File: src/rtl/irq_steer_pkg.sv
package irq_steer_pkg;

    localparam int NSRC   = 16;
    localparam int NLINE  = 5;
    localparam int FW     = 3;
    localparam int NFIELD = 5;
    localparam int DW     = 16;
    localparam int WAW    = 4;
    localparam int MAXRT  = NLINE - 1;

    // word indices (byte offset / 2)
    localparam logic [WAW-1:0] W_PEND   = 4'd0;
    localparam logic [WAW-1:0] W_RT_A0  = 4'd2;
    localparam logic [WAW-1:0] W_RT_A1  = 4'd3;
    localparam logic [WAW-1:0] W_EN_A   = 4'd6;
    localparam logic [WAW-1:0] W_RT_B0  = 4'd14;
    localparam logic [WAW-1:0] W_RT_B1  = 4'd15;
    localparam logic [WAW-1:0] W_EN_B   = 4'd3;

    // populated fields of each routing word
    localparam logic [NFIELD-1:0] POP_FULL = 5'b11111;
    localparam logic [NFIELD-1:0] POP_A1   = 5'b01101;

    localparam logic [DW-1:0] RST_RT_A0 = DW'(1) << (2 * FW);
    localparam logic [DW-1:0] RST_RT_B0 = DW'(2);

    typedef struct packed {
        logic [DW-1:0] en_a;
        logic [DW-1:0] en_b;
        logic [DW-1:0] rt_a0;
        logic [DW-1:0] rt_a1;
        logic [DW-1:0] rt_b0;
        logic [DW-1:0] rt_b1;
    } steer_state_t;

    function automatic logic [FW-1:0] get_field(logic [DW-1:0] w, int f);
        return w[f*FW +: FW];
    endfunction

    // store only populated fields holding a legal line number
    function automatic logic [DW-1:0] route_update(logic [DW-1:0] old_w,
                                                   logic [DW-1:0] wd,
                                                   logic [NFIELD-1:0] pop);
        logic [DW-1:0] r;
        r = old_w;
        for (int f = 0; f < NFIELD; f++) begin
            if (pop[f] && (wd[f*FW +: FW] <= FW'(MAXRT)))
                r[f*FW +: FW] = wd[f*FW +: FW];
        end
        return r;
    endfunction

    function automatic logic [FW-1:0] route_of_a(int s, logic [DW-1:0] w0,
                                                 logic [DW-1:0] w1);
        if (s < NFIELD) return get_field(w0, s);
        else if (s == 5) return get_field(w1, 0);
        else if (s == 6) return get_field(w1, 2);
        else if (s == 7) return get_field(w1, 3);
        else return '0;
    endfunction

    function automatic logic [FW-1:0] route_of_b(int s, logic [DW-1:0] w0,
                                                 logic [DW-1:0] w1);
        if (s < NFIELD) return get_field(w0, s);
        else if (s < 2 * NFIELD) return get_field(w1, s - NFIELD);
        else return '0;
    endfunction

endpackage

File: src/rtl/irq_level_sync.sv
module irq_level_sync #(
    parameter int W = 16
) (
    input  logic         clk,
    input  logic         rst_n,
    input  logic [W-1:0] lvl_in,
    output logic [W-1:0] lvl_out
);
    typedef struct packed {
        logic [W-1:0] meta;
        logic [W-1:0] stable;
    } sync_t;

    sync_t sy_d, sy_q;

    always_comb begin
        sy_d.meta   = lvl_in;
        sy_d.stable = sy_q.meta;
    end

    always_ff @(posedge clk or negedge rst_n) begin
        if (!rst_n) sy_q <= '0;
        else        sy_q <= sy_d;
    end

    assign lvl_out = sy_q.stable;
endmodule

File: src/rtl/irq_line_merge.sv
module irq_line_merge
    import irq_steer_pkg::*;
(
    input  logic [NSRC-1:0]  pend_a,
    input  logic [NSRC-1:0]  pend_b,
    input  logic [NSRC-1:0]  en_a,
    input  logic [NSRC-1:0]  en_b,
    input  logic [DW-1:0]    rt_a0,
    input  logic [DW-1:0]    rt_a1,
    input  logic [DW-1:0]    rt_b0,
    input  logic [DW-1:0]    rt_b1,
    output logic [NLINE-1:0] lines
);
    logic [FW-1:0]   sel_a [NSRC];
    logic [FW-1:0]   sel_b [NSRC];
    logic [NSRC-1:0] live_a, live_b;

    assign live_a = pend_a & en_a;
    assign live_b = pend_b & en_b;

    for (genvar s = 0; s < NSRC; s++) begin : g_src
        assign sel_a[s] = route_of_a(s, rt_a0, rt_a1);
        assign sel_b[s] = route_of_b(s, rt_b0, rt_b1);
    end

    for (genvar k = 0; k < NLINE; k++) begin : g_line
        logic [NSRC-1:0] hit_a, hit_b;
        for (genvar s = 0; s < NSRC; s++) begin : g_hit
            assign hit_a[s] = live_a[s] && (sel_a[s] == FW'(k));
            assign hit_b[s] = live_b[s] && (sel_b[s] == FW'(k));
        end
        assign lines[k] = |{hit_a, hit_b};
    end
endmodule

File: src/rtl/irq_steer_unit.sv
module irq_steer_unit
    import irq_steer_pkg::*;
(
    input  logic             clk,
    input  logic             rst_n,
    input  logic [NSRC-1:0]  src_a,
    input  logic [NSRC-1:0]  src_b,
    input  logic             win_b,
    input  logic [WAW-1:0]   word_addr,
    input  logic             wr_en,
    input  logic [DW-1:0]    wdata,
    output logic [DW-1:0]    rdata,
    output logic [NLINE-1:0] cpu_irq
);
    logic [NSRC-1:0] pend_a, pend_b;
    steer_state_t    st_d, st_q;

    irq_level_sync #(.W(NSRC)) u_sync_a (
        .clk(clk), .rst_n(rst_n), .lvl_in(src_a), .lvl_out(pend_a)
    );
    irq_level_sync #(.W(NSRC)) u_sync_b (
        .clk(clk), .rst_n(rst_n), .lvl_in(src_b), .lvl_out(pend_b)
    );

    always_comb begin
        st_d = st_q;
        if (wr_en && !win_b) begin
            unique case (word_addr)
                W_EN_A:  st_d.en_a  = wdata;
                W_RT_A0: st_d.rt_a0 = route_update(st_q.rt_a0, wdata, POP_FULL);
                W_RT_A1: st_d.rt_a1 = route_update(st_q.rt_a1, wdata, POP_A1);
                W_RT_B0: st_d.rt_b0 = route_update(st_q.rt_b0, wdata, POP_FULL);
                W_RT_B1: st_d.rt_b1 = route_update(st_q.rt_b1, wdata, POP_FULL);
                default: ;
            endcase
        end else if (wr_en && win_b && word_addr == W_EN_B) begin
            st_d.en_b = wdata;
        end
    end

    always_ff @(posedge clk or negedge rst_n) begin
        if (!rst_n) begin
            st_q       <= '0;
            st_q.rt_a0 <= RST_RT_A0;
            st_q.rt_b0 <= RST_RT_B0;
        end else begin
            st_q <= st_d;
        end
    end

    always_comb begin
        rdata = '0;
        if (!win_b) begin
            unique case (word_addr)
                W_PEND:  rdata = pend_a;
                W_EN_A:  rdata = st_q.en_a;
                W_RT_A0: rdata = st_q.rt_a0;
                W_RT_A1: rdata = st_q.rt_a1;
                W_RT_B0: rdata = st_q.rt_b0;
                W_RT_B1: rdata = st_q.rt_b1;
                default: rdata = '0;
            endcase
        end else begin
            unique case (word_addr)
                W_PEND:  rdata = pend_b;
                W_EN_B:  rdata = st_q.en_b;
                default: rdata = '0;
            endcase
        end
    end

    irq_line_merge u_merge (
        .pend_a(pend_a), .pend_b(pend_b),
        .en_a(st_q.en_a), .en_b(st_q.en_b),
        .rt_a0(st_q.rt_a0), .rt_a1(st_q.rt_a1),
        .rt_b0(st_q.rt_b0), .rt_b1(st_q.rt_b1),
        .lines(cpu_irq)
    );
endmodule

File: config.mk
export PLATFORM = sky130hd
export DESIGN_NAME = irq_steer_unit
export DESIGN_NICKNAME = d
export VERILOG_FILES = /design/src/rtl/irq_steer_pkg.sv /design/src/rtl/irq_level_sync.sv /design/src/rtl/irq_line_merge.sv /design/src/rtl/irq_steer_unit.sv
export SDC_FILE = /design/constraint.sdc
export NUM_CORES = 1
export LEC_CHECK = 0
export ABC_AREA = 1
export BUFFER_PORTS_ARGS = -buffer_cell sky130_fd_sc_hd__clkbuf_2
export CAP_MARGIN = 15
export CORE_MARGIN = 1
export CORE_UTILIZATION = 50
export DETAILED_ROUTE_END_ITERATION = 8
export GPL_TIMING_DRIVEN = 0
export PLACE_DENSITY_LB_ADDON = 0.12
export SLEW_MARGIN = 30
export SYNTH_ARGS = -nofsm -noshare
export SYNTH_HDL_FRONTEND = slang
export SYNTH_SLANG_ARGS = --single-unit
export TNS_END_PERCENT = 1
File: constraint.sdc
create_clock -name clk -period 2.35 [get_ports clk]
set_input_delay 0.47 -clock clk [delete_from_list [all_inputs] [get_ports clk]]
set_output_delay 0.47 -clock clk [all_outputs]
set_load 0.05 [all_outputs]
# After elaboration in Yosys (flattened, before gate mapping)
# Index checks and enable logic that the tools add are counted.
[word_totals]
register_bits = 150
inputBits = 56
[op_classes]
n_lt_le_gt_ge = 5
n_eq_ne = 77
muxes = 3
bitwise_logic = 3
reduce_logical = 138
[op_table]
columns = ["op", "count"]
rows = [
  ["== test 3 x 2 -> 1 bit, second input constant", 36],
  ["one-hot mux 16 bit (6 select lines)", 1],
  ["logical AND 1 bit", 93],
  ["OR reduction 18 bit", 4],
  ["== test 3 x 1 -> 1 bit, second input constant", 18],
  ["== test 3 bit, second input constant", 18],
  ["logical NOT 3 bit", 18],
  ["AND reduction 3 bit", 18],
  ["bitwise AND 16 bit", 2],
  ["one-hot mux 16 bit (2 select lines)", 1],
  ["OR reduction 32 bit", 1],
  ["2-to-1 mux 16 bit", 1],
  ["<= comparator 3 bit, second input constant", 5],
  ["== test 4 x 2 -> 1 bit, second input constant", 2],
  ["== test 4 bit, second input constant", 2],
  ["== test 4 x 3 -> 1 bit, second input constant", 1],
  ["logical NOT 4 bit", 1],
  ["AND reduction 2 bit", 2],
  ["logical NOT 1 bit", 1],
  ["NOT 1 bit", 1],
]

# Depth between registers and ports, before layout
[depth]
ltp_word = 4
ltp_mapped = 11

# Modules after synthesis
# Synthesis repeated with hierarchy kept, for this count alone.
[hier_totals]
hier_cells = 981
area_unflattened_um2 = 7454.6
[modules_own_cells]
columns = ["mod", "instances", "cells_per_inst", "area_per_inst_um2", "seq_area_each_um2"]
rows = [
  ["irq_steer_unit", 1, 583, 4453.0, 2154.6],
  ["irq_level_sync", 2, 32, 800.8, 800.8],
  ["irq_line_merge", 1, 334, 1400.1, 0.0],
]

# Worst setup path after synthesis
# Ideal clock, no wire load.
[synth_path]
path_type = "input to output"
from = "in win_b"
to = "out rdata[15]"
t_arrival_ns = 1.610
required_ns = 1.880
slack_ns = 0.270
cell_stages = 5
path_buffers = 2
cell_sequence = "buf_2 > inv_1 > clkbuf_1 > nand2_1 > nand3_1"
[synth_between]
elab_chain_len = 1
[synth_lines]
columns = ["item", "line_no", "rtl"]
rows = [
  ["start, declared", "irq_steer_unit.sv:8", "input logic win_b,"],
  ["2-to-1 mux 16 bit", "irq_steer_unit.sv:53", "if (!win_b) begin"],
  ["end, declared", "irq_steer_unit.sv:12", "output logic [DW-1:0] rdata,"],
]
# Every way passes these cells.

# Final worst setup path
[layout_path]
from = "in word_addr[3]"
to = "out rdata[14]"
[layout_between]
elab_chain_len = 3
word_cells_on_any_way = 9
classes_between = "5 x eq/ne; 3 x mux; 1 x reduce/logical"
[layout_lines]
columns = ["item", "line_no", "rtl"]
rows = [
  ["start, declared", "irq_steer_unit.sv:9", "input logic [WAW-1:0] word_addr,"],
  ["== test 4 bit (tied with other cells)", "irq_steer_unit.sv:54", "unique case (word_addr)"],
  ["one-hot mux 16 bit (6 select lines) / one-hot mux 16 bit (2 select lines) (equally long branches)", "irq_steer_unit.sv:54, irq_steer_unit.sv:64", ""],
  ["2-to-1 mux 16 bit (*)", "irq_steer_unit.sv:53", ""],
]
# Mark *: on every way between the ends. The rest lies on a longest branch, timed or not.

==> summary.txt <==
Layout
  • Most common cell after layout, fill and taps aside: nand2_1
  • Most frequent cells in the layout: nand2_1, dfrtp_1, nand3_1
  • Area growth, synth to finish: 19.5%
  • Register area: 3760 µm²
  • Post-Layout Inst Area: 8920 µm²
  • Final net count: 1,146
  • Footprint of the multi-input gates: roughly 3200 µm²
  • Layout cells sized above 1: 0.177
  • FILL cells: approximately 1,400
  • Ant diodes: 0
  • Layout Cells excl Fill: 1,286

Critical path
  • CP Max Fanout: 10
  • Slowest stage cell, crit path: nor2_4
  • CP peak stage delay: 0.24 ns
  • Worst EP required: 1.88 ns
  • Crit-path cells: clkbuf_2 > nor2_4 > buf_6 > inv_1 > nor2_4 > nand2_1 > nand3_1 > o21ai_0 > nand2_1 > clkbuf_8
  • Setup Crit Path Kind: in2out
  • R2r setup slk: 1.49 ns
  • Crit path DAT: 1.84 ns
  • Critical path launch point type: primary input
  • Worst setup EP type: output port

Timing
  • RSZ-0062 raised after global routing: true
  • Final Hold Viols: 0
  • Setup WS post-layout: 0.0370 ns
  • Max Freq: 432 MHz
  • Final Setup Violations: 0
  • Min Tclk post-route: about 2.3 ns
  • Final Cycle Share: 0.984
  • Max-slew violation count: 0
  • Clock Skews: 0.00441 ns
  • Slew HR: 0.587
  • Slew @ Worst Pin: 0.619 ns

Pwr
  • PwrDens: 823 nW/µm²
  • Worst vdd ir: 0.849 mV
  • Final Power: 7.34 mW
  • Pleak: 4.56 nW

Worst hold path
  • Hold/Removal Path Class: in2async

Flow run
  • Max-cap violations: 0

Floorplan
  • Die Y-Extent: approximately 120 µm
  • Total die area: 15,400 µm²
  • Die W: 124 µm
  • Initial Util: 0.514
  • # rows: 44
  • Area of the core: 14,500 µm²
  • Num ports: 77

Drt
  • Final wirelength: about 22 mm
  • Remaining antenna violation count: 0
  • Initial DRC count: 661
  • Total iterations of the first detailed-routing run: 5
  • Vias per Instance: 5.35
  • Routed len/inst: 17.4 µm
  • DRC Markers: 0
  • Vias: around 6,900

Global route
  • Antenna violations before repair: 1
  • Largest net degree at the start of global routing: 77
  • Global route total overflow: 0
  • All-layer global routing usage: 0.311
  • First-pass GRT wire length: 34.2 mm
  • Number of global-route vias before repair: 6,371

Placed design
  • Port Buffers: 75
  • Setup slack at placement: -0.258 ns
  • Post-placement cell count: 1,246
  • Post-placement cell area: 8110 µm²
  • Dpl hpwl: 16.7 mm
  • GP Congestion: around 0.97

Yosys
  • Seq/Total Area, Yosys: 0.503
  • Syn Inst Count: 986
  • Yosys cell types: 27
  • Avg Cell Area, Syn: 7.57 µm²
  • Flop and latch count out of synthesis: 150
  • Synth Warn #: 0
  • Mapped Nets: 1,042
  • Netlist Area Pre-Place: 7470 µm²

Clock tree
  • CTS tree: yes
  • H-Tree Depth: 4
  • CTS Hold Buffers Added: 0
  • Clock sinks: 150
  • Longest Clk Path Bufs: 2
  • Root Driver: clkbuf_16
  • Clock-pin slew on the worst setup and hold paths: 0.06 ns
  • CTS Buf Count: 17
  • Clk_lat worst skew: 0.43 ns

Status
  • Status: completed
-- power by group --
| group | total [mW] | switching (mW) | internal (mW) |
|---|---|---|---|
| clock network | 2.66 | 1.13 | 1.53 |
| registers | 3.34 | 0.392 | 2.95 |
| logic | 1.33 | 0.909 | 0.423 |
| total | 7.34 | 2.43 | 4.90 |
-- critical path, delay by kind of cell --
| kind | cells | cell delay [ns] |
|---|---|---|
| AO/OA/AOI/OAI | 1 | 0.10 |
| buffers and inverters | 4 | 0.55 |
| AND/OR/NAND/NOR | 5 | 0.71 |
-- kinds of logic after synthesis --
family                 share of synthesized area
buffers and inverters                     0.0714
AO/OA/AOI/OAI                             0.0801
AND/OR/NAND/NOR                            0.345
flip-flops                                 0.503
-- worst paths after layout --
path / from / to / cells past startpoint
min in group clk: src_a[2] / u_sync_a.sy_d[2]$_DFF_PN0_ / 1
hold reg to reg: u_sync_b.sy_d[6]$_DFF_PN0_ / u_sync_b.lvl_out[6]$_DFF_PN0_ / 0
hold / removal: rst_n / st_q[6]$_DFFE_PN0P_ / 1
setup / recovery: word_addr[3] / rdata[14] / 10
setup reg to reg: st_q[17]$_DFFE_PN1P_ / st_q[17]$_DFFE_PN1P_ / 2
max in group asynchronous: rst_n / u_sync_a.sy_d[15]$_DFF_PN0_ / 2
-- Yosys cell counts --
cell type  number  area [µm²]
buf_4           4        30.0
or2_2           1        6.26
nor2_2          6        37.5
nand2_1       306        1150
inv_2           2        7.51
clkbuf_1        2        7.51
o21ai_1        19        95.1
nand3_1       121         606
buf_2           9        45.0
clkinv_4        1        8.76
o21ai_0        74         370
nor3_1          2        10.0
nand2_4         3        33.8
buf_6           3        33.8
nor2_4         10         113
nand2_2         2        12.5
inv_1         104         390
nor2_8          2        40.0
nor2_1        127         477
dfstp_2         2        52.6
dfrtp_1       148        3700
o21ai_2         6        52.6
a21oi_1        16        80.1
clkbuf_2        1        5.00
nand4_1        12        75.1
clkinv_2        1        5.00
nand3_2         2        20.0
-- layout make-up --
cell class / count / share of cell area
inverter: 108 / 0.0467
clock buffer: 20 / 0.0512
timing repair buffer: 85 / 0.0624
multi-input combinational: 709 / 0.364
tap: 184 / 0.0258
sequential: 150 / 0.421
clock inverter: 11 / 0.0132
buffer: 19 / 0.0156
-- layer usage --
| layer | up-vias | global-route usage | share of wire |
|---|---|---|---|
| li1 | 3339 | - | - |
| met1 | 3220 | 0.415 | 0.44 |
| met2 | 271 | 0.475 | 0.45 |
| met3 | 49 | 0.0838 | 0.075 |
| met4 | 2 | 0.128 | 0.033 |
| met5 | - | 0 | 0.00058 |
-- flip-flops by register name, indices dropped and copies added, names as in the netlist --
| name | cells |
|---|---|
| u_sync_b.sy_d | 16 |
| u_sync_b.lvl_out | 16 |
| st_q | 86 |
| u_sync_a.sy_d | 16 |
| u_sync_a.lvl_out | 16 |
-- stage by stage --
stage / hold WS [ns] / utilization / setup TNS [ns]
global route: 0.117 / 0.614 / -0.0357
CTS: 0.0892 / 0.604 / -0.0257
detailed placement: 0.335 / 0.558 / -3.07
finish: 0.0704 / 0.614 / 0
floorplan: 0.174 / - / 0
global placement: 0.332 / 0.555 / -271.52
-- repair_timing --
action,in CTS,in global routing
setup endpoints to repair,18,21
pin swaps,5,2
resized for setup,20,55
buffers inserted,4,5
Note: power is estimated with default switching activity, not from simulation.
